==> config.mk <==
export PLATFORM = sky130hd
export DESIGN_NAME = useq_sequencer
export DESIGN_NICKNAME = d
export VERILOG_FILES = /design/src/rtl/useq_pkg.sv /design/src/rtl/useq_ret_stack.sv /design/src/rtl/useq_map_unit.sv /design/src/rtl/useq_sequencer.sv
export SDC_FILE = /design/constraint.sdc
export NUM_CORES = 1
export LEC_CHECK = 0
export BUFFER_PORTS_ARGS = -buffer_cell sky130_fd_sc_hd__buf_2
export CAP_MARGIN = 20
export CORE_MARGIN = 2
export CORE_UTILIZATION = 65
export DETAILED_ROUTE_END_ITERATION = 6
export HOLD_SLACK_MARGIN = 0.05
export PLACE_DENSITY = 0.91
export SLEW_MARGIN = 20
export SYNTH_ARGS = -nofsm -noshare
export SYNTH_HDL_FRONTEND = slang
export SYNTH_SLANG_ARGS = --single-unit
==> constraint.sdc <==
create_clock -name clk -period 3.74 [get_ports clk]
set_clock_uncertainty 0.2 [all_clocks]
set_input_delay 0.561 -clock clk [delete_from_list [all_inputs] [get_ports clk]]
set_output_delay 0.561 -clock clk [all_outputs]
set_load 0.05 [all_outputs]
==> src/rtl/useq_pkg.sv <==
package useq_pkg;

  typedef enum logic [2:0] {
    NA_INC  = 3'd0,
    NA_JMP  = 3'd1,
    NA_CJMP = 3'd2,
    NA_CALL = 3'd3,
    NA_RET  = 3'd4,
    NA_MAP  = 3'd5,
    NA_ORLO = 3'd6,
    NA_RSV  = 3'd7
  } na_op_e;

  typedef enum logic [1:0] {
    MAP_LOZ  = 2'd0,
    MAP_HIZ  = 2'd1,
    MAP_TBL  = 2'd2,
    MAP_TBL2 = 2'd3
  } map_mode_e;

endpackage

==> src/rtl/useq_ret_stack.sv <==
module useq_ret_stack #(
  parameter int AW    = 8,
  parameter int DEPTH = 4
) (
  input  logic          clk,
  input  logic          rst,
  input  logic          push,
  input  logic          pop,
  input  logic [AW-1:0] push_data,
  output logic [AW-1:0] top,
  output logic          full,
  output logic          empty
);
  localparam int SPW = $clog2(DEPTH + 1);

  logic [SPW-1:0] sp;
  logic [AW-1:0]  mem [DEPTH];

  assign full  = (sp == SPW'(DEPTH));
  assign empty = (sp == '0);

  always_ff @(posedge clk) begin
    if (rst) begin
      sp <= '0;
    end else if (push && !full) begin
      sp <= sp + 1'b1;
    end else if (pop && !empty) begin
      sp <= sp - 1'b1;
    end
  end

  for (genvar gi = 0; gi < DEPTH; gi++) begin : g_slot
    always_ff @(posedge clk) begin
      if (push && !full && sp == SPW'(gi)) begin
        mem[gi] <= push_data;
      end
    end
  end

  always_comb begin
    top = '0;
    for (int i = 0; i < DEPTH; i++) begin
      if (sp == SPW'(i + 1)) top = mem[i];
    end
  end

  p_sp_bound_r6: assert property (@(posedge clk) disable iff (rst)
    sp <= SPW'(DEPTH));

  p_push_top_r6: assert property (@(posedge clk) disable iff (rst)
    (push && !full) |=> (top == $past(push_data)));

  p_full_hold_r7: assert property (@(posedge clk) disable iff (rst)
    (push && full) |=> $stable(sp));

  p_empty_hold_r8: assert property (@(posedge clk) disable iff (rst)
    (pop && empty) |=> (sp == '0));

endmodule

==> src/rtl/useq_map_unit.sv <==
module useq_map_unit
  import useq_pkg::*;
#(
  parameter int AW  = 8,
  parameter int OPW = 4
) (
  input  logic           clk,
  input  logic           tbl_we,
  input  logic [OPW-1:0] tbl_waddr,
  input  logic [AW-1:0]  tbl_wdata,
  input  logic [OPW-1:0] opcode,
  input  logic [1:0]     mode,
  output logic [AW-1:0]  map_addr
);
  localparam int TBLN = 1 << OPW;
  localparam int ZW   = AW - OPW;

  logic [AW-1:0] tbl [TBLN];

  for (genvar gi = 0; gi < TBLN; gi++) begin : g_ent
    always_ff @(posedge clk) begin
      if (tbl_we && tbl_waddr == OPW'(gi)) tbl[gi] <= tbl_wdata;
    end
  end

  always_comb begin
    case (map_mode_e'(mode))
      MAP_LOZ: map_addr = {opcode, {ZW{1'b0}}};
      MAP_HIZ: map_addr = {{ZW{1'b0}}, opcode};
      default: map_addr = tbl[opcode];
    endcase
  end

  p_tbl_write_r11: assert property (@(posedge clk)
    (tbl_we && mode[1] && opcode == tbl_waddr && !$isunknown(tbl_wdata))
      |=> (mode[1] && opcode == $past(tbl_waddr)) -> (map_addr == $past(tbl_wdata)));

endmodule

==> src/rtl/useq_sequencer.sv <==
module useq_sequencer
  import useq_pkg::*;
#(
  parameter int AW    = 8,
  parameter int OPW   = 4,
  parameter int SELW  = 3,
  parameter int DEPTH = 4,
  parameter int ORW   = 4,
  localparam int FLAGW = 1 << SELW
) (
  input  logic             clk,
  input  logic             rst,
  input  logic             en,
  input  logic [2:0]       op,
  input  logic [AW-1:0]    target,
  input  logic [SELW-1:0]  cond_sel,
  input  logic [FLAGW-1:0] flags,
  input  logic [OPW-1:0]   opcode,
  input  logic [1:0]       map_mode,
  input  logic             tbl_we,
  input  logic [OPW-1:0]   tbl_waddr,
  input  logic [AW-1:0]    tbl_wdata,
  output logic [AW-1:0]    car,
  output logic             stk_ovf,
  output logic             stk_unf
);
  logic [AW-1:0] car_inc, nxt, stk_top, map_addr;
  logic          push, pop, set_ovf, set_unf, full, empty;

  assign car_inc = car + 1'b1;

  useq_ret_stack #(.AW(AW), .DEPTH(DEPTH)) u_stack (
    .clk(clk), .rst(rst),
    .push(push & en), .pop(pop & en),
    .push_data(car_inc),
    .top(stk_top), .full(full), .empty(empty)
  );

  useq_map_unit #(.AW(AW), .OPW(OPW)) u_map (
    .clk(clk), .tbl_we(tbl_we), .tbl_waddr(tbl_waddr), .tbl_wdata(tbl_wdata),
    .opcode(opcode), .mode(map_mode), .map_addr(map_addr)
  );

  always_comb begin
    nxt     = car_inc;
    push    = 1'b0;
    pop     = 1'b0;
    set_ovf = 1'b0;
    set_unf = 1'b0;
    case (na_op_e'(op))
      NA_JMP:  nxt = target;
      NA_CJMP: nxt = flags[cond_sel] ? target : car_inc;
      NA_CALL: begin
        if (!full) begin
          push = 1'b1;
          nxt  = target;
        end else begin
          set_ovf = 1'b1;
        end
      end
      NA_RET: begin
        if (!empty) begin
          pop = 1'b1;
          nxt = stk_top;
        end else begin
          set_unf = 1'b1;
          nxt     = '0;
        end
      end
      NA_MAP:  nxt = map_addr;
      NA_ORLO: nxt = {car[AW-1:ORW], car[ORW-1:0] | target[ORW-1:0]};
      default: nxt = car_inc;
    endcase
  end

  always_ff @(posedge clk) begin
    if (rst) begin
      car     <= '0;
      stk_ovf <= 1'b0;
      stk_unf <= 1'b0;
    end else if (en) begin
      car <= nxt;
      if (set_ovf) stk_ovf <= 1'b1;
      if (set_unf) stk_unf <= 1'b1;
    end
  end

  p_hold_r2: assert property (@(posedge clk) disable iff (rst)
    !en |=> $stable(car));

  p_inc_r3: assert property (@(posedge clk) disable iff (rst)
    (en && op == 3'd0) |=> (car == AW'($past(car) + 1'b1)));

  p_jmp_r4: assert property (@(posedge clk) disable iff (rst)
    (en && op == 3'd1) |=> (car == $past(target)));

  p_ovf_sticky_r7: assert property (@(posedge clk) disable iff (rst)
    stk_ovf |=> stk_ovf);

  p_unf_zero_r8: assert property (@(posedge clk) disable iff (rst)
    (en && op == 3'd4 && empty) |=> (car == '0 && stk_unf));

  p_or_high_r12: assert property (@(posedge clk) disable iff (rst)
    (en && op == 3'd6) |=> (car[AW-1:ORW] == $past(car[AW-1:ORW])));

endmodule

==> flow_metrics.tcl <==
set metrics [dict create \
    status "complete, but fails checks" \
    violations "design-rule violations" \
    setup_viol 0 \
    synth_fp_nets 567 \
    cts_tree "built" \
    syn2layout_area_growth_pct 12.6 \
    comb_power_share 0.079 \
    synth_top_cell_by_area "edfxtp_1" \
    min_to "stk_ovf$_SDFFE_PP0P_" \
    hold_depth 2 \
    cts_hold_buf 0 \
    drt_first_iter_violations 856 \
    antenna_cells 0 \
    drt-wirelength-per-cell_microns 28.1 \
    cts.reportedPaths.clkPinSlew_ns 0.07 \
    post_cts_buffers 0 \
    internal_power_mw 3.40 \
    drt_first_pass_iters 7 \
    die_w_microns 113 \
    p_switching_mw 0.979 \
    syn-mean-instance-area_sq_um 15.0 \
    switching_share 0.224 \
    seq_area_frac_synth 0.656 \
    cp_max_fo 19 \
    gp_congestion 1.01 \
    dpl_cell_area_sq_um 8080 \
    syn_area_sq_um 7720 \
    dp_hpwl_microns 12800 \
    die_h_microns 113 \
    ys_ff_latch 173 \
    clk_latency_ns 0.43 \
    multi_input_area_sq_um 2440 \
    drive_gt1_frac 0.205 \
    cp.arrival_ns 3.32 \
    grt_setup_unrepaired "false" \
    worst_setup_path_start_kind "flip-flop" \
    drc 7 \
    nNetsFinal 622 \
    tns_ns 0 \
    portBuffers 53 \
    avgViaCountPerCell 7.36 \
    worstHoldStart "rst" \
    cts_buffers 17 \
    leakage_nw 2.99 \
    grt_pass1_wl_microns 30800 \
    max_freq_ghz 0.317 \
    synthFlopType "edfxtp_1" \
    vias 5352 \
    regArea_sq_um 5060 \
    synth_top_area_frac 0.622 \
    whs_ns 0.259 \
    irDropWorstVdd_mv 0.423 \
    coreArea_sq_um 11500 \
    synth_edf_count 160 \
    dieArea_sq_um 12800 \
    cts_root_buffer "clkbuf_16" \
    fin_crit_ns 3.15 \
    grt_max_degree 33 \
    reg2reg_to "car[1]$_SDFFE_PP0P_" \
    r2r_cells 8 \
    synth_area_leaders "edfxtp_1, mux4_1, mux4_2" \
    hp-class "in2reg" \
    r2r_slack_ns 0.59 \
    cts_resized 0 \
    max_cap_viol_count 0 \
    fillCellCount 671 \
    antenna_found_initial 0 \
    postRouteAntennaNets 0 \
    power.density_nw_per_um2 503 \
    r2r_start "u_stack.sp[2]$_SDFFE_PP0P_" \
    critPathCaptureType "flip-flop" \
    ys_types 65 \
    fin_crit_sh 0.842 \
    slew_violations 0 \
    grt_overflow_total 0 \
    cts_sinks 173 \
    htree_num_levels 4 \
    seqPwrFrac 0.499 \
    power_mw 4.38 \
    critPathKind "reg2reg" \
    hold_violations 0 \
    yosysWarnings 0 \
    grt_pass1_vias 5155 \
    clock_path_buffers 2 \
    wirelength_microns 20400 \
    clkPwrFrac 0.421 \
    design_area_sq_um 8700 \
    ys_async_sr_fraction 0 \
    slew_headroom 0.331 \
    cp_data_required_time_ns 3.91 \
    worst_pin_slew_ns 1.00 \
    place_ws_ns 0.747 \
    start_util 0.671 \
    row_count 39 \
    fin_ws_ns 0.589 \
    postSynthCellCount 516 \
    pin_count 54 \
    grt_use_total 0.335 \
]
==> power by group through the flow <==
stage	registers, mW	clock network (mW)	logic (mW)
2_1_floorplan	2.24	0	0.191
3_3_place_gp	2.22	0	0.317
3_5_place_dp	2.22	0	0.328
4_1_cts	2.18	1.85	0.339
5_1_grt	2.19	1.93	0.367
6_report	2.19	1.85	0.348
==> flip-flops by register name (all words and copies together) (netlist names) <==
signal / cells
stk_ovf: 1
car: 8
u_stack.sp: 3
stk_unf: 1
u_map.tbl: 128
u_stack.mem: 32
==> layer usage <==
metal	vias up	wire length, microns	track usage
li1	2179	-	-
met1	2557	7100	0.438
met2	515	9950	0.539
met3	101	2300	0.0777
met4	0	1080	0.167
met5	-	0	0
==> critical path, cell delays in order (launching register included) <==
cell and delay [ns]:
dfxtp_1 0.74, inv_1 0.14, ha_1 0.43, nor4b_2 0.56, a221oi_1 0.15, a221oi_1 0.43
a2111o_1 0.20, o2111ai_1 0.13, nand2_1 0.11
==> cells in the mapped netlist (9+ instances only) <==
library cell and n:
edfxtp_1 160, nand2_1 44, nor2_1 33, a21oi_1 18, inv_1 15, mux4_1 15
nor3_1 15, mux4_2 14, a221oi_1 13, dfxtp_1 13, o21ai_0 12, mux2i_1 11
nand3_1 11, clkbuf_1 10, a31oi_1 9
==> area by class of cell <==
class | count | area share
well taps | 143 | 0.0206
multi-input cells | 301 | 0.281
clock buffers | 19 | 0.0498
repair buffers | 61 | 0.0374
flip-flops and latches | 173 | 0.582
clock inverters | 13 | 0.0217
inverters | 17 | 0.00733
==> worst max path at each step <==
| stage | startpoint | to | slack, ns | depth (start not counted) |
|---|---|---|---|---|
| after floorplan | opcode[0] | car[7]$_SDFFE_PP0P_ | 1.48 | 8 |
| after global placement | opcode[0] | car[7]$_SDFFE_PP0P_ | 0.86 | 8 |
| after detailed placement | opcode[0] | car[7]$_SDFFE_PP0P_ | 0.75 | 8 |
| after CTS | u_stack.sp[2]$_SDFFE_PP0P_ | car[2]$_SDFFE_PP0P_ | 0.69 | 8 |
| after global routing | u_stack.sp[2]$_SDFFE_PP0P_ | car[2]$_SDFFE_PP0P_ | 0.41 | 8 |
| final | u_stack.sp[2]$_SDFFE_PP0P_ | car[1]$_SDFFE_PP0P_ | 0.59 | 8 |
==> layout by cell type, fill, tap and decap left out, types with 4 or more instances in the layout <==
master     Yosys  final
and3_1         5      5
edfxtp_1     160    160
bufinv_16      0      4
a211oi_1       7      7
mux4_1        15     15
a22oi_1        5      5
buf_4          4      8
xnor2_1        7      7
inv_1         15     15
nor3_1        15     15
nand3_1       11     11
nand3b_1       4      4
and2_1         5      5
nand2_1       44     44
a221oi_1      13     13
o22ai_1        4      4
mux2_2         6      6
mux2i_1       11     11
clkbuf_16      0     17
dfxtp_1       13     13
nor2b_1        7      7
a31oi_1        9      9
mux4_2        14     14
a21oi_1       18     18
buf_2          7     53
nor2_1        33     33
ha_1           7      7
o211ai_1       4      4
o21ai_0       12     12
==> metrics by stage <==
step                cells   util
finish                727  0.755
global route          727  0.755
CTS                   727  0.755
detailed placement    695  0.701
global placement      695  0.701
floorplan             516      -
==> logic make-up after synthesis <==
family / count (synthesis) / share of synthesized area
DFF: 173 / 0.656
and+or+nand+nor: 141 / 0.0893
AOI/OAI and AO/OA: 99 / 0.0912
muxes: 47 / 0.117
buffers and inverters: 42 / 0.0277
xor gates and xnor gates: 7 / 0.00794
adders and majority gates: 7 / 0.0113
Note: power is estimated with default switching activity, not from simulation.
